$ cat config.mk
export PLATFORM = sky130hd
export DESIGN_NAME = pe_core
export DESIGN_NICKNAME = d
export VERILOG_FILES = /design/src/rtl/pe_pkg.sv /design/src/rtl/pe_opnd_mux.sv /design/src/rtl/pe_regfile.sv /design/src/rtl/pe_mac.sv /design/src/rtl/pe_core.sv
export SDC_FILE = /design/constraint.sdc
export NUM_CORES = 1
export LEC_CHECK = 0
export ABC_AREA = 0
export BUFFER_PORTS_ARGS = -buffer_cell sky130_fd_sc_hd__buf_4
export CORE_UTILIZATION = 55
export CTS_BUF_LIST = sky130_fd_sc_hd__clkbuf_8
export CTS_CLUSTER_SIZE = 40
export DETAILED_ROUTE_END_ITERATION = 8
export PLACE_DENSITY = 0.82
export SLEW_MARGIN = 25
export SYNTH_ARGS = -nofsm -noshare
export SYNTH_HDL_FRONTEND = slang
export SYNTH_SLANG_ARGS = --single-unit
$ cat constraint.sdc
create_clock -name clk -period 10 [get_ports clk]
set_input_delay 0.5 -clock clk [delete_from_list [all_inputs] [get_ports clk]]
set_output_delay 0.5 -clock clk [all_outputs]
set_load 0.005 [all_outputs]
$ cat src/rtl/pe_pkg.sv
`timescale 1ns/1ps
package pe_pkg;
  localparam int SEL_W   = 4;
  localparam int OP_W    = 3;
  localparam int IMM_W   = 16;
  localparam int RIDX_W  = 2;
  localparam int N_NBR   = 4;

  typedef enum logic [SEL_W-1:0] {
    SRC_N    = 4'd0,
    SRC_S    = 4'd1,
    SRC_E    = 4'd2,
    SRC_W    = 4'd3,
    SRC_SELF = 4'd4,
    SRC_R0   = 4'd5,
    SRC_R1   = 4'd6,
    SRC_R2   = 4'd7,
    SRC_R3   = 4'd8,
    SRC_IMM  = 4'd9,
    SRC_FN   = 4'd10,
    SRC_FS   = 4'd11,
    SRC_FE   = 4'd12,
    SRC_FW   = 4'd13,
    SRC_Z0   = 4'd14,
    SRC_Z1   = 4'd15
  } src_e;

  typedef enum logic [OP_W-1:0] {
    OP_NOP = 3'd0,
    OP_MUL = 3'd1,
    OP_ADD = 3'd2,
    OP_MAC = 3'd3,
    OP_MOV = 3'd4,
    OP_X5  = 3'd5,
    OP_X6  = 3'd6,
    OP_X7  = 3'd7
  } op_e;

  typedef struct packed {
    logic [IMM_W-1:0]  imm;
    logic              clr;
    logic [RIDX_W-1:0] rf_idx;
    logic              rf_we;
    logic              fwd_b;
    op_e               op;
    src_e              src_b;
    src_e              src_a;
  } cfg_t;

  localparam int CFG_W = $bits(cfg_t);
endpackage

$ cat src/rtl/pe_opnd_mux.sv
`timescale 1ns/1ps
module pe_opnd_mux
  import pe_pkg::*;
#(
  parameter int DATA_W = 16,
  parameter int NREG   = 4
) (
  input  src_e                      sel,
  input  logic [N_NBR*DATA_W-1:0]   nbr_res,
  input  logic [N_NBR*DATA_W-1:0]   nbr_fwd,
  input  logic [DATA_W-1:0]         self_val,
  input  logic [NREG*DATA_W-1:0]    rf_flat,
  input  logic [DATA_W-1:0]         imm,
  output logic [DATA_W-1:0]         opnd
);
  always_comb begin
    opnd = '0;
    unique case (sel)
      SRC_N:    opnd = nbr_res[0*DATA_W +: DATA_W];
      SRC_S:    opnd = nbr_res[1*DATA_W +: DATA_W];
      SRC_E:    opnd = nbr_res[2*DATA_W +: DATA_W];
      SRC_W:    opnd = nbr_res[3*DATA_W +: DATA_W];
      SRC_SELF: opnd = self_val;
      SRC_R0:   opnd = rf_flat[0*DATA_W +: DATA_W];
      SRC_R1:   opnd = rf_flat[1*DATA_W +: DATA_W];
      SRC_R2:   opnd = rf_flat[2*DATA_W +: DATA_W];
      SRC_R3:   opnd = rf_flat[3*DATA_W +: DATA_W];
      SRC_IMM:  opnd = imm;
      SRC_FN:   opnd = nbr_fwd[0*DATA_W +: DATA_W];
      SRC_FS:   opnd = nbr_fwd[1*DATA_W +: DATA_W];
      SRC_FE:   opnd = nbr_fwd[2*DATA_W +: DATA_W];
      SRC_FW:   opnd = nbr_fwd[3*DATA_W +: DATA_W];
      SRC_Z0:   opnd = '0;
      SRC_Z1:   opnd = '0;
      default:  opnd = '0;
    endcase
  end
endmodule

$ cat src/rtl/pe_regfile.sv
`timescale 1ns/1ps
module pe_regfile #(
  parameter int DATA_W = 16,
  parameter int NREG   = 4,
  localparam int IDX_W = (NREG > 1) ? $clog2(NREG) : 1
) (
  input  logic                   clk,
  input  logic                   rst_n,
  input  logic                   we,
  input  logic [IDX_W-1:0]       idx,
  input  logic [DATA_W-1:0]      wdata,
  output logic [NREG*DATA_W-1:0] rf_flat
);
  for (genvar g = 0; g < NREG; g++) begin : g_reg
    logic [DATA_W-1:0] r_q;
    always_ff @(posedge clk) begin
      if (!rst_n)                                 r_q <= '0;
      else if (we && (idx == IDX_W'(g)))          r_q <= wdata;
    end
    assign rf_flat[g*DATA_W +: DATA_W] = r_q;
  end

  AST_RF_WRITE: assert property (@(posedge clk) disable iff (!rst_n)
    we |=> rf_flat[$past(idx)*DATA_W +: DATA_W] == $past(wdata));
endmodule

$ cat src/rtl/pe_mac.sv
`timescale 1ns/1ps
module pe_mac
  import pe_pkg::*;
#(
  parameter int DATA_W = 16,
  parameter int ACC_W  = 32,
  localparam int PROD_W = 2 * DATA_W
) (
  input  logic                     clk,
  input  logic                     rst_n,
  input  op_e                      op,
  input  logic                     clr,
  input  logic signed [DATA_W-1:0] a,
  input  logic signed [DATA_W-1:0] b,
  output logic signed [ACC_W-1:0]  acc_q
);
  logic signed [PROD_W-1:0] prod;
  logic signed [ACC_W-1:0]  prod_ext, a_ext, b_ext, add_base, acc_d;

  always_comb begin
    prod     = a * b;
    prod_ext = ACC_W'(prod);
    a_ext    = ACC_W'(a);
    b_ext    = ACC_W'(b);
    add_base = clr ? '0 : acc_q;
    unique case (op)
      OP_MUL:  acc_d = prod_ext;
      OP_ADD:  acc_d = a_ext + b_ext;
      OP_MAC:  acc_d = add_base + prod_ext;
      OP_MOV:  acc_d = a_ext;
      OP_NOP:  acc_d = add_base;
      default: acc_d = acc_q;
    endcase
  end

  always_ff @(posedge clk) begin
    if (!rst_n) acc_q <= '0;
    else        acc_q <= acc_d;
  end

  AST_MAC_STEP: assert property (@(posedge clk) disable iff (!rst_n)
    (op == OP_MAC && !clr) |=> acc_q == $past(acc_q) + $past(prod_ext));
  AST_CLR_ZERO: assert property (@(posedge clk) disable iff (!rst_n)
    (op == OP_NOP && clr) |=> acc_q == '0);
  AST_NOP_HOLD: assert property (@(posedge clk) disable iff (!rst_n)
    ((op == OP_NOP && !clr) || op == OP_X5 || op == OP_X6 || op == OP_X7) |=> $stable(acc_q));
  AST_MUL_LOAD: assert property (@(posedge clk) disable iff (!rst_n)
    (op == OP_MUL) |=> acc_q == $past(prod_ext));
endmodule

$ cat src/rtl/pe_core.sv
`timescale 1ns/1ps
module pe_core
  import pe_pkg::*;
#(
  parameter int DATA_W = 16,
  parameter int ACC_W  = 32,
  parameter int NREG   = 4
) (
  input  logic                      clk,
  input  logic                      rst_n,
  input  logic [31:0]               cfg_i,
  input  logic [N_NBR*DATA_W-1:0]   nbr_res_i,
  input  logic [N_NBR*DATA_W-1:0]   nbr_fwd_i,
  output logic [DATA_W-1:0]         pe_out_o,
  output logic [ACC_W-1:0]          acc_o,
  output logic [DATA_W-1:0]         fwd_o
);
  localparam int N_OPND = 2;

  cfg_t cfg;
  assign cfg = cfg_t'(cfg_i);

  logic [NREG*DATA_W-1:0]  rf_flat;
  logic [DATA_W-1:0]       opnd [N_OPND];
  src_e                    sel  [N_OPND];
  logic signed [ACC_W-1:0] acc_q;
  logic [DATA_W-1:0]       fwd_q;

  assign sel[0] = cfg.src_a;
  assign sel[1] = cfg.src_b;

  for (genvar g = 0; g < N_OPND; g++) begin : g_mux
    pe_opnd_mux #(.DATA_W(DATA_W), .NREG(NREG)) u_mux (
      .sel      (sel[g]),
      .nbr_res  (nbr_res_i),
      .nbr_fwd  (nbr_fwd_i),
      .self_val (acc_q[DATA_W-1:0]),
      .rf_flat  (rf_flat),
      .imm      (DATA_W'(cfg.imm)),
      .opnd     (opnd[g])
    );
  end

  pe_regfile #(.DATA_W(DATA_W), .NREG(NREG)) u_rf (
    .clk     (clk),
    .rst_n   (rst_n),
    .we      (cfg.rf_we),
    .idx     (cfg.rf_idx),
    .wdata   (opnd[0]),
    .rf_flat (rf_flat)
  );

  pe_mac #(.DATA_W(DATA_W), .ACC_W(ACC_W)) u_mac (
    .clk   (clk),
    .rst_n (rst_n),
    .op    (cfg.op),
    .clr   (cfg.clr),
    .a     (opnd[0]),
    .b     (opnd[1]),
    .acc_q (acc_q)
  );

  always_ff @(posedge clk) begin
    if (!rst_n) fwd_q <= '0;
    else        fwd_q <= cfg.fwd_b ? opnd[1] : opnd[0];
  end

  assign fwd_o    = fwd_q;
  assign acc_o    = acc_q;
  assign pe_out_o = acc_q[DATA_W-1:0];

  AST_FWD_IMM: assert property (@(posedge clk) disable iff (!rst_n)
    (cfg.src_a == SRC_IMM && !cfg.fwd_b) |=> fwd_o == $past(cfg.imm));
  AST_FWD_NBR: assert property (@(posedge clk) disable iff (!rst_n)
    (cfg.src_b == SRC_FN && cfg.fwd_b) |=> fwd_o == $past(nbr_fwd_i[DATA_W-1:0]));
  AST_MOV_LOAD: assert property (@(posedge clk) disable iff (!rst_n)
    (cfg.op == OP_MOV && cfg.src_a == SRC_Z0) |=> acc_o == '0);
endmodule

==> results.json <==
{
  "grt_pass1_vias": 22650,
  "ys_types": 79,
  "antenna_cells": 0,
  "cp.required_ns": 10.33,
  "whs_path_depth": 3,
  "fmax_ghz": 0.1041,
  "rr_endpoint": "u_mac.acc_q[31]",
  "drc_errors": 0,
  "cts-root-buf": "clkbuf_8",
  "port_buffers": 225,
  "endpoint_kind": "flop",
  "die_area_um2": 36230,
  "worst-path-max-fanout": 12,
  "core_um2": 34710,
  "hp-class": "input port to flop",
  "synth_largest_area_cell": "fa_1",
  "cts_hold_buf": 0,
  "cts_max_path_buffers": 2,
  "cap_violations": 0,
  "yosysWarnings": 0,
  "critPathSlowestCell": "fa_1",
  "nets": 3432,
  "drive_above_1_share_pct": 20.79,
  "track_usage_pct": 49.39,
  "cts_tree": "built",
  "start_util_pct": 56.20,
  "slew_viol_final": 0,
  "crit_arrival_ns": 9.93,
  "vias_per_cell": 6.506,
  "die_y_um": 190.3,
  "grt_max_degree": 61,
  "async_flop_share_pct": 0,
  "hold_path.startpoint": "rst_n",
  "syn_to_final_growth_pct": 22.55,
  "pin_count": 226,
  "synth_cells": 2472,
  "globalRouteOverflowTotal": 0,
  "r2r_start": "u_mac.acc_q[6]",
  "synth_area_leaders": "fa_1 27%, dfxtp_1 11%, ha_1 8.3%, inv_1 6.7%, nor2_1 6.7%",
  "cp-start-kind": "input port",
  "antenna_found_initial": 3,
  "cts_buffers": 9,
  "totalWireLength_mm": 88.46,
  "drtPass1Iterations": 8,
  "relSlewSlack_pct": 28.63,
  "syn_area_um2": 19510,
  "rows": 68,
  "clock_sinks": 112,
  "seq_area_frac_synth_pct": 11.49,
  "fill_cells": 2760,
  "grt_pass1_wl_mm": 132.3,
  "setup_viol": 0,
  "gp_congestion": 1.098,
  "rsz0062_at_grt": "false",
  "cts_resized": 0,
  "min_period_ns": 9.602,
  "synthMostInstantiatedCell": "inv_1",
  "wl_per_cell_um": 26.52,
  "ys.flop_type": "dfxtp_1",
  "ant_nets": 0,
  "ys_seq_elements": 112,
  "first_iter_violations": 2879,
  "post_cts_buffers": 0,
  "path_clk_slew_ns": 0.14,
  "holdPathEnd": "u_mac.acc_q[8]",
  "syn-num-nets": 3028,
  "path_class": "input port to flop",
  "critPathMaxStageDelay_ns": 0.57,
  "cts_max_level": 3,
  "die_x_um": 190.3,
  "synth-edff-count": 0,
  "finalHoldViolations": 0,
  "synth_common_cells": "348 x inv_1, 347 x nor2_1, 264 x fa_1, 189 x nand2_1, 167 x a21oi_1",
  "worstSkewPairLatency_ns": 0.46,
  "yosysTopAreaCellShare_pct": 27.09,
  "tightest_slew_ns": 1.062,
  "dp_hpwl_mm": 70.71,
  "crit_top_cell": "fa_1",
  "avgSynthCellArea_um2": 7.891,
  "outcome": "finished clean",
  "vias": 21700,
  "fin_util_pct": 68.87,
  "final.setup_skew_ns": 0.03050,
  "post-route-period-util_pct": 96.02,
  "r2r_setup_slack_ns": 0.66,
  "r2r_cells": 36
}
==> layout make-up <==
type | instances | area, µm² | area share, %
clock buffer | 9 | 123.9 | 0.5181
sequential | 112 | 2242 | 9.379
timing repair buffer | 533 | 4164 | 17.42
clock inverter | 7 | 62.56 | 0.2617
tap | 455 | 569.3 | 2.381
multi-input combinational | 1860 | 15390 | 64.38
inverter | 360 | 1354 | 5.663
==> registers in the layout, summed over array words and instances, names as in the netlist <==
name and count:
u_rf.g.r_q 64, u_mac.acc_q 32, fwd_o 16
==> worst max-delay path, delay by kind of cell <==
family	cells	cell delay, ns
XOR/XNOR	1	0.16
AND/OR/NAND/NOR	8	1.90
adder cells (fa/ha/maj)	9	3.69
buffers and inverters	8	1.03
AO/OA/AOI/OAI	13	2.65
==> cell families after synthesis <==
kind of cell             count (synthesis)  synth area share, %
flip-flops                             112                11.49
XOR/XNOR                                70                3.143
AO/OA/AOI/OAI                          618                21.74
multiplexers                             9               0.5516
buffers and inverters                  500                10.19
AND/OR/NAND/NOR                        769                17.45
adder cells (fa/ha/maj)                394                35.43
==> worst max path at each step <==
stage | startpoint | to | slack [ns] | cells past startpoint
2_1_floorplan | cfg_i[2] | u_mac.acc_q[31] | 0.75 | 39
3_3_place_gp | cfg_i[3] | u_mac.acc_q[31] | 0.01 | 40
3_5_place_dp | cfg_i[5] | u_mac.acc_q[31] | -0.05 | 37
4_1_cts | cfg_i[5] | u_mac.acc_q[31] | 0.37 | 37
5_1_grt | cfg_i[2] | u_mac.acc_q[31] | 0.01 | 39
6_report | cfg_i[2] | u_mac.acc_q[31] | 0.40 | 39
==> layer usage <==
metal  vias to the layer above  GRT usage (%)  routed length [µm]
met5                         -              0                  29
met4                         4          42.71                8809
met3                       576          14.26               11410
met2                      1774          77.02               38930
met1                     10210          55.44               29280
li1                       9141              -                   -
==> stage by stage <==
step                      instance area (µm²)  setup WS [ns]  hold slack [ns]  setup TNS, ns  std cells
after detailed placement                23690       -0.04548           0.4725       -0.04548       3320
final                                   23910         0.3978           0.3858              0       3336
after floorplan                         19510         0.7469           0.4628              0       2472
after global routing                    23910        0.01493           0.3659              0       3336
after CTS                               23880         0.3670           0.3604              0       3336
after global placement                  23690        0.01151           0.4621              0       3320
==> cells in the final DEF (no fill, tap or decap), types with 12 or more instances in the layout <==
cell type	count
buf_4	520
inv_1	348
nor2_1	344
fa_1	264
nand2_1	189
a21oi_1	167
a22oi_1	139
ha_1	130
dfxtp_1	112
o21ai_0	66
nand3_1	59
xnor2_1	50
nor2b_1	39
a21o_1	35
nor3_1	30
a222oi_1	29
xor2_1	20
o221ai_1	18
o21a_1	18
nand2b_1	17
a221oi_1	16
o21bai_1	16
o211ai_1	16
and3_1	14
a31oi_1	14
nor3_2	13
buf_12	13
a211oi_1	12
Power is left out: the tool's default activity adds up to more than one toggle a clock period on the data nets, which glitch-free logic cannot reach.
